[config.mk]
export PLATFORM = sky130hd
export DESIGN_NAME = sync_hs_ctrl
export DESIGN_NICKNAME = d
export VERILOG_FILES = /design/src/rtl/sync_hs_pkg.sv /design/src/rtl/sync_mode_sel.sv /design/src/rtl/sync_fwd_reg.sv /design/src/rtl/sync_done_track.sv /design/src/rtl/sync_resume_keep.sv /design/src/rtl/sync_hs_ctrl.sv
export SDC_FILE = /design/constraint.sdc
export NUM_CORES = 1
export LEC_CHECK = 0
export BUFFER_PORTS_ARGS = -buffer_cell sky130_fd_sc_hd__buf_2
export CAP_MARGIN = 20
export CORE_MARGIN = 2
export CORE_UTILIZATION = 39
export CTS_CLUSTER_DIAMETER = 80
export DETAILED_ROUTE_END_ITERATION = 16
export PLACE_DENSITY = 0.74
export SLEW_MARGIN = 20
export SYNTH_ARGS = -nofsm -noshare
export SYNTH_HDL_FRONTEND = slang
export SYNTH_SLANG_ARGS = --single-unit
[constraint.sdc]
create_clock -name clk -period 2.35 [get_ports clk]
set_input_delay 0.47 -clock clk [delete_from_list [all_inputs] [get_ports clk]]
set_output_delay 0.47 -clock clk [all_outputs]
set_load 0.02 [all_outputs]
[src/rtl/sync_hs_pkg.sv]
package sync_hs_pkg;

  typedef enum logic [1:0] {
    MODE_PLAIN = 2'b00,
    MODE_WAIT  = 2'b01,
    MODE_CSR   = 2'b10,
    MODE_RSVD  = 2'b11
  } sync_mode_e;

  function automatic logic mode_is_sync(input sync_mode_e m);
    return (m == MODE_WAIT) || (m == MODE_CSR);
  endfunction

endpackage

[src/rtl/sync_mode_sel.sv]
module sync_mode_sel
  import sync_hs_pkg::*;
#(
  parameter int NCH  = 8,
  parameter int CH_W = 3
) (
  input  logic [2*NCH-1:0] cfg,
  input  logic [CH_W-1:0]  ch,
  output sync_mode_e       mode
);

  sync_mode_e tbl [NCH];

  for (genvar g = 0; g < NCH; g++) begin : g_tbl
    assign tbl[g] = sync_mode_e'(cfg[2*g +: 2]);
  end

  always_comb begin
    if (int'(ch) < NCH) mode = tbl[ch];
    else                mode = MODE_PLAIN;
  end

endmodule

[src/rtl/sync_fwd_reg.sv]
module sync_fwd_reg #(
  parameter int CH_W   = 3,
  parameter int RES_W  = 2,
  parameter int EMUX_W = 3,
  parameter int GRP_W  = 1
) (
  input  logic              clk,
  input  logic              rst_n,
  input  logic              load,
  input  logic              clear,
  input  logic [CH_W-1:0]   ch_in,
  input  logic [RES_W-1:0]  res_in,
  input  logic [EMUX_W-1:0] emux_in,
  input  logic [GRP_W-1:0]  grp_in,
  input  logic              csr_in,
  output logic              req,
  output logic [CH_W-1:0]   ch,
  output logic [RES_W-1:0]  res,
  output logic [EMUX_W-1:0] emux,
  output logic [GRP_W-1:0]  grp,
  output logic              csr
);

  always_ff @(posedge clk) begin
    if (!rst_n || (clear && !load)) begin
      req  <= 1'b0;
      ch   <= '0;
      res  <= '0;
      emux <= '0;
      grp  <= '0;
      csr  <= 1'b0;
    end else if (load) begin
      req  <= 1'b1;
      ch   <= ch_in;
      res  <= res_in;
      emux <= emux_in;
      grp  <= grp_in;
      csr  <= csr_in;
    end
  end

endmodule

[src/rtl/sync_done_track.sv]
module sync_done_track (
  input  logic clk,
  input  logic rst_n,
  input  logic arm,
  input  logic active,
  input  logic own_done,
  input  logic peer_done,
  output logic mst_fin,
  output logic slv_fin,
  output logic both_done
);

  logic mst_nxt, slv_nxt;

  always_comb begin
    mst_nxt   = mst_fin | own_done;
    slv_nxt   = slv_fin | peer_done;
    both_done = active && mst_nxt && slv_nxt;
  end

  always_ff @(posedge clk) begin
    if (!rst_n || arm || both_done) begin
      mst_fin <= 1'b0;
      slv_fin <= 1'b0;
    end else if (active) begin
      mst_fin <= mst_nxt;
      slv_fin <= slv_nxt;
    end
  end

endmodule

[src/rtl/sync_resume_keep.sv]
module sync_resume_keep #(
  parameter int CH_W = 3
) (
  input  logic            clk,
  input  logic            rst_n,
  input  logic            arm,
  input  logic            csr_in,
  input  logic            active,
  input  logic            finish,
  input  logic            abort,
  input  logic [CH_W-1:0] abort_ch,
  output logic            resume_valid,
  output logic [CH_W-1:0] resume_ch
);

  logic            csr_q;
  logic            pend_q;
  logic [CH_W-1:0] pend_ch_q;
  logic            take_abort;

  assign take_abort = active && csr_q && abort;

  always_ff @(posedge clk) begin
    if (!rst_n) begin
      csr_q        <= 1'b0;
      pend_q       <= 1'b0;
      pend_ch_q    <= '0;
      resume_valid <= 1'b0;
      resume_ch    <= '0;
    end else begin
      resume_valid <= 1'b0;
      if (arm) begin
        csr_q  <= csr_in;
        pend_q <= 1'b0;
      end else if (active && finish) begin
        if (pend_q || take_abort) begin
          resume_valid <= 1'b1;
          resume_ch    <= take_abort ? abort_ch : pend_ch_q;
        end
        pend_q <= 1'b0;
      end else if (take_abort) begin
        pend_q    <= 1'b1;
        pend_ch_q <= abort_ch;
      end
    end
  end

endmodule

[src/rtl/sync_hs_ctrl.sv]
module sync_hs_ctrl
  import sync_hs_pkg::*;
#(
  parameter int NCH    = 8,
  parameter int RES_W  = 2,
  parameter int EMUX_W = 3,
  parameter int GRP_W  = 1,
  localparam int CH_W  = (NCH > 1) ? $clog2(NCH) : 1
) (
  input  logic              clk,
  input  logic              rst_n,
  input  logic              win_valid,
  output logic              win_ready,
  input  logic [CH_W-1:0]   win_ch,
  input  logic [RES_W-1:0]  win_res,
  input  logic [EMUX_W-1:0] win_emux,
  input  logic [GRP_W-1:0]  win_grp,
  input  logic [2*NCH-1:0]  mode_cfg,
  output logic              conv_go,
  output logic              sy_req,
  output logic [CH_W-1:0]   sy_ch,
  output logic [RES_W-1:0]  sy_res,
  output logic [EMUX_W-1:0] sy_emux,
  output logic [GRP_W-1:0]  sy_grp,
  output logic              sy_csr,
  output logic              is_master,
  input  logic              own_done,
  input  logic              slave_done,
  output logic              mst_fin,
  output logic              slv_fin,
  input  logic              peer_req,
  input  logic [CH_W-1:0]   peer_ch,
  output logic              collide,
  input  logic              slv_abort,
  input  logic [CH_W-1:0]   abort_ch,
  output logic              resume_valid,
  output logic [CH_W-1:0]   resume_ch
);

  sync_mode_e win_mode;
  logic       busy_q;
  logic       accept, synced, arm, both_done;

  sync_mode_sel #(.NCH(NCH), .CH_W(CH_W)) u_sel (
    .cfg  (mode_cfg),
    .ch   (win_ch),
    .mode (win_mode)
  );

  assign win_ready = !busy_q;
  assign is_master = busy_q;
  assign accept    = win_valid && !busy_q;
  assign synced    = mode_is_sync(win_mode);
  assign arm       = accept && synced;

  always_ff @(posedge clk) begin
    if (!rst_n) begin
      busy_q  <= 1'b0;
      conv_go <= 1'b0;
      collide <= 1'b0;
    end else begin
      conv_go <= accept && !synced;
      collide <= arm && peer_req && (peer_ch == win_ch);
      if (arm)            busy_q <= 1'b1;
      else if (both_done) busy_q <= 1'b0;
    end
  end

  sync_fwd_reg #(.CH_W(CH_W), .RES_W(RES_W), .EMUX_W(EMUX_W), .GRP_W(GRP_W)) u_fwd (
    .clk     (clk),
    .rst_n   (rst_n),
    .load    (arm),
    .clear   (busy_q && slave_done),
    .ch_in   (win_ch),
    .res_in  (win_res),
    .emux_in (win_emux),
    .grp_in  (win_grp),
    .csr_in  (win_mode == MODE_CSR),
    .req     (sy_req),
    .ch      (sy_ch),
    .res     (sy_res),
    .emux    (sy_emux),
    .grp     (sy_grp),
    .csr     (sy_csr)
  );

  sync_done_track u_done (
    .clk       (clk),
    .rst_n     (rst_n),
    .arm       (arm),
    .active    (busy_q),
    .own_done  (own_done),
    .peer_done (slave_done),
    .mst_fin   (mst_fin),
    .slv_fin   (slv_fin),
    .both_done (both_done)
  );

  sync_resume_keep #(.CH_W(CH_W)) u_keep (
    .clk          (clk),
    .rst_n        (rst_n),
    .arm          (arm),
    .csr_in       (win_mode == MODE_CSR),
    .active       (busy_q),
    .finish       (both_done),
    .abort        (slv_abort),
    .abort_ch     (abort_ch),
    .resume_valid (resume_valid),
    .resume_ch    (resume_ch)
  );

endmodule

# Word-level counts from Yosys, hierarchy flattened

Index checks and enable logic that the tools add are counted.

Bitwise gates (word level): 6
Equality and inequality tests: 3
Order comparisons: 1
Reduce and logical (&&, ||, !) cells: 26
Mux-type cells: 7

Operators with widths:

| cell                 | count |
|---|---|
| $logic_and A1 B1 Y1  | 12 |
| $bmux W2 S3          | 1 |
| $reduce_or A3 Y1     | 2 |
| $logic_or A1 B1 Y1   | 5 |
| $ge A4 B4 Y1 const B | 1 |
| $logic_not A1 Y1     | 4 |
| $mux W2              | 2 |
| $not A3 Y4           | 1 |
| $eq A3 B3 Y1         | 1 |
| $mux W1              | 3 |
| $mux W3              | 1 |
| $not A1 Y1           | 3 |
| $reduce_and A3 Y1    | 1 |
| $eq A2 B1 Y1 const B | 1 |
| $eq A2 B2 Y1 const B | 1 |
| $or A1 B1 Y1         | 2 |
| $reduce_and A2 Y1    | 1 |
| $reduce_bool A2 Y1   | 1 |

Input port bits: 38
Logic and storage cells: 59
Bits in registers: 25
Output and inout bits: 21

# Logic depth before layout (Yosys ltp)

Gate-level depths: netlist of the first run.

Depth after elaboration: 10
Depth in mapped cells: 8
Mapped depth without buffers: 6

# By module

From an unflattened synthesis of the first run, not the netlist that was laid out.

Cells, all modules: 124
Area, all modules: 1193.6 um^2

Modules (own cells, without submodules):

| module           | instances | sequential area each (um^2) | cells each | area an instance (um^2) |
|---|---|---|---|---|
| sync_fwd_reg     | 1         | 220.2                       | 48         | 435.4 |
| sync_resume_keep | 1         | 180.2                       | 45         | 381.6 |
| sync_hs_ctrl     | 1         | 60.1                        | 17         | 171.4 |
| sync_mode_sel    | 1         | 0.0                         | 6          | 127.6 |
| sync_done_track  | 1         | 40.0                        | 8          | 77.6 |

# Worst setup path after synthesis of the first run

OpenSTA, ideal clock, no wires.

Path type: in2reg
Start: in win_ch[0]
End: reg u_fwd.ch[1]
Data required time: 2.218 ns
Stages: 8
Arrival time: 2.343 ns
Library setup time: 0.132 ns
Path buffers: 2
Path slack: -0.125 ns
Cells stage by stage: buf_6 > mux4_1 > mux2_2 > ha_1 > or3b_4 > buf_2 > nand2_1 > a21oi_1

Cells in the longest elaborated chain, start to end: 10
Elaborated cells between the ends (all ways): 11
Those cells by class: 2 x eq/ne; 3 x mux; 1 x bitwise; 5 x reduce/logical

Ends and longest elaborated chain:

| element                                             | RTL line            | text |
|---|---|---|
| from (decl)                                         | sync_hs_ctrl.sv:14  | `input logic [CH_W-1:0] win_ch,` |
| $not A3 Y4 (not written as such) *                  | sync_mode_sel.sv:19 | `if (int'(ch) < NCH) mode = tbl[ch];` |
| $bmux W2 S3 *                                       | sync_mode_sel.sv:19 |  |
| $mux W2 (not written as such) * (2 in a row)        | sync_mode_sel.sv:19 |  |
| $eq A2 B1 Y1 / $eq A2 B2 Y1 (equally long branches) | sync_hs_pkg.sv:11   | `return (m == MODE_WAIT) \|\| (m == MODE_CSR);` |
| $logic_or A1 B1 Y1 *                                | sync_hs_pkg.sv:11   |  |
| $logic_and A1 B1 Y1 *                               | sync_hs_ctrl.sv:54  | `assign arm = accept && synced;` |
| $logic_not A1 Y1                                    | sync_fwd_reg.sv:25  | `if (!rst_n \|\| (clear && !load)) begin` |
| $logic_and A1 B1 Y1                                 | sync_fwd_reg.sv:25  |  |
| $logic_or A1 B1 Y1                                  | sync_fwd_reg.sv:25  |  |
| to (signal assigned)                                | sync_fwd_reg.sv:34  | `ch <= ch_in;` |
| to (decl)                                           | sync_fwd_reg.sv:17  | `output logic [CH_W-1:0] ch,` |

Every way passes the cells marked *; elsewhere a longest branch is shown, timed or not. The select of a mux whose other input is x is not followed.
A chain may end at the register's enable or synchronous reset.

# Final worst setup path of the first run

Start: in win_ch[0]
End: reg u_keep.pend_ch_q[2]

Cells in the longest elaborated chain, start to end: 9
Elaborated cells between the ends (all ways): 10
Those cells by class: 2 x eq/ne; 3 x mux; 2 x bitwise; 3 x reduce/logical

Ends and longest elaborated chain:

| element                                             | RTL line               | text |
|---|---|---|
| $not A3 Y4 (not written as such) *                  | sync_mode_sel.sv:19    |  |
| $bmux W2 S3 *                                       | sync_mode_sel.sv:19    |  |
| $mux W2 (not written as such) * (2 in a row)        | sync_mode_sel.sv:19    |  |
| $eq A2 B1 Y1 / $eq A2 B2 Y1 (equally long branches) | sync_hs_pkg.sv:11      |  |
| $logic_or A1 B1 Y1 *                                | sync_hs_pkg.sv:11      |  |
| $logic_and A1 B1 Y1 *                               | sync_hs_ctrl.sv:54     |  |
| $not A1 Y1 (no source line) *                       | --                     |  |
| $reduce_and A2 Y1 (no source line) *                | --                     |  |
| to (signal assigned)                                | sync_resume_keep.sv:43 | `pend_ch_q <= abort_ch;` |
| to (decl)                                           | sync_resume_keep.sv:18 | `logic [CH_W-1:0] pend_ch_q;` |

Marks and branches as above.

==> results.md, run 1 <==
- The flow ran to the end, and the final reports show no timing, DRC or antenna violations.
- Yosys attributes the largest share of cell area to sky130_fd_sc_hd__dfxtp_1, sky130_fd_sc_hd__mux4_1, sky130_fd_sc_hd__nand2_1, sky130_fd_sc_hd__a21oi_1, sky130_fd_sc_hd__o211ai_1.
- The worst hold path passes through 3 cells.
- The clock period minus worst slack is about 2.2 ns.
- The storage element area is 500 um2.
- The number of warnings reported in the yosys synthesis log is 0.
- The pre-CTS worst setup slack is -0.205 ns.
- The standard-cell row count is 19.
- The sequential element share of the synthesized area is 45.8%.
- The number of setup buffers added after CTS is 0.
- Summing all multi-input logic gate instances after layout gives 552 um2.
- The cell sitting at the root of the clock tree is a sky130_fd_sc_hd__clkbuf_4.
- Counting flops with a built-in enable in the synthesized netlist gives 0.
- The floorplan step defined a die boundary enclosing 0.00324 mm2.
- The max-slew violation count is 0.
- The cell type contributing the most total cell area after synthesis is sky130_fd_sc_hd__dfxtp_1.
- The number of clock sinks seen by CTS is 25.
- The final global-route overflow total is 0.
- The arrival time of the worst setup path is 2.40 ns.
- The clock-pin slew of the registers on the worst-case setup and hold paths is between 0.1 and 0.15 ns.
- Across all hold checks on the routed design, the worst slack comes to ~0.39 ns.
- The detail-routed via count per cell is 5.05.
- The most frequently used cell type in the post-synthesis netlist is sky130_fd_sc_hd__dfxtp_1.
- 59 I/O pins were placed.
- After detailed routing, the number of remaining DRC violations is 0.
- The total number of nets in the final design is 217.
- The number of cells upsized or downsized after cts is 0.
- The maximum vdd drop is about 0.00035 V.
- The smallest setup slack after layout is roughly 0.15 ns.
- TritonCTS built the clock tree.
- Dividing the detail-routed wire length by the instance count gives 12.4 um.
- The number of buffers added by the clock tree synthesis step is 3.
- Measured in cells, the most critical reg-to-reg path has a length of 3.
- The synthesized netlist net count is 153.
- A synthesized cell averages between 9 and 10 um2.
- The total via count after detailed routing is 1050.
- The quantity of hold-fixing buffers added after cts is 0.
- The first global-routing pass estimated roughly 4300 um of wire.
- The worst setup path is launched from a primary input.
- The number of antenna violations at the first check in global routing is 0.
- After the flow finishes, the layout carries non-filler instances totaling 208.
- The analysis attributes to net switching a power of 0.000267 W.
- For this configuration, the core starts out at a cell density of a little over 40%.
- The number of max-capacitance violations reported is 0.
- The combinational group share of total power is 26.9%.
- After synthesis the cells add up to roughly 0.0011 mm2.
- The die is 56.9 um tall.
- The clock network burns roughly a fifth of the power.
- Global routing used 30.7% of the available met2 tracks.
- The number of unique standard cell types used by synthesis is 26.
- The met3 track demand over resource in global routing is 2.07%.
- In this run the number of H-tree levels came out at 1.
- The pin count of the biggest net entering global routing is 14.
- Detailed placement ended at an HPWL of 2110 um.
- The kind of end point of the critical path is a flip-flop.
- The switching power as a share of total power is between 20 and 30%.
- Counting instances in the post-synthesis netlist gives the leading cell types as sky130_fd_sc_hd__dfxtp_1, sky130_fd_sc_hd__nand2_1, sky130_fd_sc_hd__a21oi_1.
- Setup repair after global routing left no endpoint under its margin.
- In this run the horizontal extent of the chip is 56.9 um.
- The total power density per cell area is 607 mW/mm2.
- The power share of the sequential group is 52.4%.
- The post-route netlist has between 40 and 50% of its cells at a drive strength greater than 1.
- The final wirelength is 2570 um.
- For the worst-skew pair, the clock arrives at the later sink with an insertion delay of 0.30 ns.
- Among all flip-flop cells after synthesis, the most frequent one is sky130_fd_sc_hd__dfxtp_1.
- After layout, the worst path uses 93.8% of the clock period.
- The core region is 0.00271 mm2.
- The flop and latch count out of synthesis is 25.
- The top achievable clock speed is between 400 and 500 MHz.
- The via count of the first global-routing pass is 1076.
- The total setup violations reported at the end of the flow is 0.
- The routing layer with the top usage in global route is met2.
- The slew at the pin closest to its max-slew limit is ~0.45 ns.
- In this run the tool buffered the top-level ports with 58 buffer cells.
- The filler cells instantiated in the layout total roughly 260.
- The area growth from synthesis to layout is 34.7%.
- The critical path start-end classification is in2reg.
- Routability-driven placement finished with a final weighted congestion of about 0.72.
- The remaining antenna violation count after routing is 0.
- Headroom to the max-slew limit came out at 70.2%.
- The violation count after the first detailed-routing iteration is 9.
- The internal cell power is 0.000626 W.
- The first TritonRoute pass finished after 4 iterations.
- The largest clock skew in the final design is 0.00430 ns.
- For the worst setup path, the data required time is 2.55 ns.
- In the synthesized netlist the async set-or-reset flop fraction comes to 0%.
- The static leakage is 0.702 nW.
- After detailed placement, the design holds a cell count of 204.
- The aggregate global-route resource usage is 16.4%.
- The peak fanout along the critical path is 6.
- The buffer levels on the longest clock path is 2.
- For this run, global-route usage on met1 was measured as 19.4%.
- The antenna cell count is 0.
- The portion of synthesized cell area occupied by the leading cell type is between 40% and 50%.
- The number of instances in the synthesized netlist is approximately 110.
- The tightest min-delay check is of the in2reg type.
- The hold violation count in the final report came to 0.
-- final cells by class --
| class | instances | area share (%) |
|---|---|---|
| Multi-Input combinational cell | 80 | 37.5 |
| Clock buffer | 4 | 1.79 |
| Sequential cell | 25 | 34.0 |
| Inverter | 3 | 0.765 |
| Timing Repair Buffer | 65 | 23.3 |
| Tap cell | 31 | 2.64 |
-- worst max-delay path: stages --
cell and delay, ns:
sky130_fd_sc_hd__buf_2 0.18, sky130_fd_sc_hd__mux4_2 0.51, sky130_fd_sc_hd__mux2_4 0.29, sky130_fd_sc_hd__ha_4 0.21, sky130_fd_sc_hd__or3b_4 0.41, sky130_fd_sc_hd__nand3_1 0.20
sky130_fd_sc_hd__o21ai_0 0.13
-- cell families (layout without fill, tap and decap cells) --
family	Yosys count	count (layout)	synth area share (%)
AO/OA/AOI/OAI	31	31	17.0
XOR/XNOR	3	3	2.41
adder cells (fa/ha/maj)	1	1	1.15
buffers and inverters	9	72	4.12
flip-flops	25	25	45.8
multiplexers	9	9	14.3
AND/OR/NAND/NOR	36	36	15.2
-- cells in the final DEF (no fill, tap or decap), types with 2 or more instances in the layout --
master and count:
sky130_fd_sc_hd__mux2i_1 3, sky130_fd_sc_hd__buf_2 58, sky130_fd_sc_hd__a21oi_1 14, sky130_fd_sc_hd__buf_4 7
sky130_fd_sc_hd__o211ai_1 6, sky130_fd_sc_hd__clkbuf_4 3, sky130_fd_sc_hd__dfxtp_1 25, sky130_fd_sc_hd__nand2_1 23
sky130_fd_sc_hd__inv_1 3, sky130_fd_sc_hd__xor2_1 2, sky130_fd_sc_hd__o21ai_0 7, sky130_fd_sc_hd__nand3_1 4
sky130_fd_sc_hd__mux4_2 4, sky130_fd_sc_hd__nor2_1 4
-- per-stage QoR --
| step | setup TNS, ns | total power (W) | util, % | instance area, um2 |
|---|---|---|---|---|
| after floorplan | 0 | 0.000623 | - | 1110 |
| after global placement | -2.22 | 0.000712 | 53.3 | 1450 |
| after detailed placement | -3.17 | 0.000719 | 53.3 | 1450 |
| after CTS | 0 | 0.000899 | 54.3 | 1470 |
| after global routing | 0 | 0.000943 | 54.3 | 1470 |
| final | 0 | 0.000893 | 54.3 | 1470 |
-- flip-flops by register name (all words and copies together), names as in the netlist, 2 cells and up --
name	count
u_fwd.ch	3
u_fwd.emux	3
u_fwd.res	2
u_keep.pend_ch_q	3
u_keep.resume_ch	3
-- path summary, 6_finish.rpt --
kind / from / to / slack, ns
setup reg to reg: is_master / u_keep.pend_ch_q[2] / 0.97
hold / removal: win_emux[2] / u_fwd.emux[2] / 0.39
hold reg to reg: u_fwd.emux[2] / u_fwd.emux[2] / 0.46
setup / recovery: win_ch[0] / u_keep.pend_ch_q[2] / 0.15
-- routing by layer --
metal  routed length [um]  vias up
met1                 1120      484
met2                 1310       32
met5                    0        -
met4                   21        0
met3                  124        2
li1                     -      532
-- power by group through the flow --
stage | registers, W | logic (W) | clock network, W
2_1_floorplan | 0.000501 | 0.000122 | 0
3_5_place_dp | 0.000477 | 0.000242 | 0
6_report | 0.000468 | 0.000240 | 0.000185
5_1_grt | 0.000472 | 0.000262 | 0.000209
4_1_cts | 0.000468 | 0.000243 | 0.000189
3_3_place_gp | 0.000476 | 0.000236 | 0
Power figures use the tool's default switching activity.
==> run 2, diff against run 1 <==
--- a/config.mk
+++ b/config.mk
@@ -7,10 +7,12 @@
 export LEC_CHECK = 0
 export BUFFER_PORTS_ARGS = -buffer_cell sky130_fd_sc_hd__buf_2
 export CAP_MARGIN = 20
+export CORE_ASPECT_RATIO = 1.75
 export CORE_MARGIN = 2
 export CORE_UTILIZATION = 39
 export CTS_CLUSTER_DIAMETER = 80
 export DETAILED_ROUTE_END_ITERATION = 16
+export GPL_ROUTABILITY_DRIVEN = 0
 export PLACE_DENSITY = 0.74
 export SLEW_MARGIN = 20
 export SYNTH_ARGS = -nofsm -noshare
==> constraint.sdc (replaced) <==
create_clock -name clk -period 2.35 [get_ports clk]
set_input_delay 0.47 -clock clk [delete_from_list [all_inputs] [get_ports clk]]
set_output_delay 0.47 -clock clk [all_outputs]
set_load 0.005 [all_outputs]
==> results.md, run 2 (same netlist as run 1, synthesis figures left out) <==
- The flow ran to the end, and the final reports show no timing, DRC or antenna violations.
- The startpoint of the worst hold path is win_res[0].
- The routed metal-1 wirelength is 1030 um.
- The number of input and output port buffers inserted is 58.
- The I/O pin count is 59.
- The worst setup path is captured at a flip-flop.
- The antenna cell count is 0.
- Summing all placed instances gives a cell area of 0.00143 mm2.
- The worst hold path passes through 3 cells.
- Global routing consumed, over all layers together, between 10% and 20% of the routing resources.
- The total number of nets in the final design is 217.
- At the pin with the least slew margin, the transition time is 0.384 ns.
- Based on the critical path, the design can be clocked at up to 442 MHz.
- The maximum vdd drop is a little over 0.0004 V.
- The internal cell power is 0.000685 W.
- The routed design could run at a clock period as short as 2.26 ns.
- The hold violation count in the final report is 0.
- The number of antenna violations at the first check in global routing is 0.
- The highest routing layer actually used is met4.
- Entering global routing, the biggest net connects 16 pins.
- The final global-route overflow total is 0.
- The leading cell type in the layout, fill and taps excluded is sky130_fd_sc_hd__buf_2.
- In the final layout, the share of cells above drive strength 1 is 44.6%.
- The via count of the first global-routing pass is 1062.
- STA classifies the critical path startpoint as a primary input.
- In this run the vertical extent of the chip is between 70 and 80 um.
- Setup repair after global routing left no endpoint under its margin.
- At the worst endpoint, the arrival time is 2.41 ns.
- For this design the static power due to leakage is about 0.7 nW.
- The core footprint is 0.00269 mm2.
- The remaining antenna violation count after routing is 0.
- The data required time at the worst endpoint is between 2 and 3 ns.
- The combinational group share of total power is approximately a quarter.
- The total design power is around 0.00095 W.
- The critical path is of the in2reg type.
- The worst register-to-register path ends at u_keep.pend_ch_q[0].
- Hold repair after CTS inserted 0 buffers.
- The power share of the sequential group is 49.5%.
- Along the worst path, the maximum fanout reaches 6.
- The largest clock skew in the final design is 0.00703 ns.
- The cell at the root of the clock tree is sky130_fd_sc_hd__clkbuf_8.
- The source of the critical timing path is win_ch[0].
- The number of buffers added by the clock tree synthesis step is 3.
- The routed length per instance is 13.7 um.
- The clock tree from TritonCTS is yes.
- The violation count after the first detailed-routing iteration is 20.
- The post-route fraction of the period consumed by the critical path is between 90% and 100%.
- The final design area excluding fillers is 0.00151 mm2.
- The top cell types in the final layout, fill and taps aside, are sky130_fd_sc_hd__buf_2, sky130_fd_sc_hd__dfxtp_1, sky130_fd_sc_hd__nand2_1.
- The total power density per cell area is 629 mW/mm2.
- In the routed design, unresolved DRC markers number 0.
- Per report_power, the clock group accounts for 27.0% of the total.
- In this run the horizontal extent of the chip is 44.0 um.
- The tool flagged a number of max-cap violations equal to 0.
- The buffer levels on the longest clock path is 2.
- The filler cell count is roughly 240.
- The pre-CTS worst setup slack is -0.232 ns.
- The setup check on the worst reg-to-reg path leaves a slack of 0.98 ns.
- The maximum level of the CTS H-tree is 1.
- The starting density of the core is 40.6%.
- The path class of the tightest hold or removal check is in2reg.
- Using the TritonRoute via totals, the vias-per-cell ratio works out to 5.33.
- Across all layers, the routed design uses 1087 vias.
- The die outline area is 0.00326 mm2.
- The first global-routing pass estimated 4380 um of wire.
- The clock-pin slew of the registers on the worst-case setup and hold paths is 0.09 ns.
- The worst hold margin is 0.427 ns.
- Once routing completed, OpenROAD measured the worst setup slack at 0.0867 ns.
- The worst pin sits at a relative slew slack of 74.4%.
- The wire length on met2 is roughly 1500 um.
- The power dissipated by switching net loads is 0.000264 W.
- The max-slew violation count was 0.
- The detailed route wirelength on metal3 is around 180 um.
- The final wirelength is 2800 um.
- Buffers added to address setup during post-CTS repair amount to 0.
- Setup violations remaining at the end of the flow were counted as 0.
- Before antenna repair, the detailed router went through 4 iterations.
- The startpoint identified for the worst register-to-register timing path is is_master.
- The half-perimeter wire length after placement is around 2200 um.
- The standard-cell row count is 25.
- The worst-case hold path end point is u_fwd.res[0].
- From synthesis to final layout, the design area changed by 38.0%.
- The number of clock sinks seen by CTS is 25.
- The later pin in the worst-skew pair is clocked with a latency of 0.27 ns.
- The switching power as a share of total power is 27.8%.
- The number of cells on the worst reg-to-reg path is 3.
[run 2: cell types whose count changed in the layout (fill, tap and decap cells not counted), sizes merged]
cell	delta
clkinvlp	+1
buf	-1
[run 2: how the worst max path moves through the flow]
stage,cells past startpoint,slack (ns),to
2_1_floorplan,8,0.006,u_fwd.ch[1]
3_3_place_gp,7,-0.17,u_keep.pend_ch_q[2]
3_5_place_dp,8,-0.23,u_fwd.emux[2]
4_1_cts,8,0.03,u_fwd.csr
5_1_grt,9,0.009,u_fwd.emux[2]
6_report,7,0.09,u_keep.pend_ch_q[0]
[run 2: through the flow]
step	setup TNS, ns	util, %	instances
finish	0	56.0	204
CTS	0	55.1	203
floorplan	0	-	114
detailed placement	-3.68	53.3	199
global placement	-2.42	53.3	199
global route	0	56.0	204
[run 2: final cells by class]
type	count	area [um2]	share of cell area (%)
multi-input combinational	80	567	37.6
sequential	25	500	33.2
timing repair buffer	65	347	23.0
clock buffer	3	41.3	2.74
tap	27	33.8	2.24
inverter	3	11.3	0.747
clock inverter	1	7.51	0.498
[run 2: power by group through the flow]
| stage | Combinational (W) | Sequential, W | Clock (W) |
|---|---|---|---|
| final | 0.000222 | 0.000469 | 0.000257 |
| after global routing | 0.000247 | 0.000473 | 0.000279 |
| after CTS | 0.000210 | 0.000469 | 0.000260 |
| after detailed placement | 0.000208 | 0.000479 | 0 |
| after global placement | 0.000199 | 0.000478 | 0 |
| after floorplan | 0.000119 | 0.000474 | 0 |
[run 2: layer usage]
layer	vias up	global-route usage [%]
met5	-	0
met3	6	2.43
met2	51	32.7
met1	498	19.5
met4	0	8.42
li1	532	-
[run 2: critical path, stage by stage]
cell,delay [ns]
sky130_fd_sc_hd__clkbuf_4,0.16
sky130_fd_sc_hd__mux4_2,0.52
sky130_fd_sc_hd__mux2_4,0.29
sky130_fd_sc_hd__ha_4,0.22
sky130_fd_sc_hd__or3b_4,0.43
sky130_fd_sc_hd__nand3_1,0.20
sky130_fd_sc_hd__o21ai_0,0.12
[run 2: repair_timing]
action	in CTS	in global routing
gates resized for setup	0	5
setup endpoints to repair	0	9
endpoints found under the hold margin	0	0
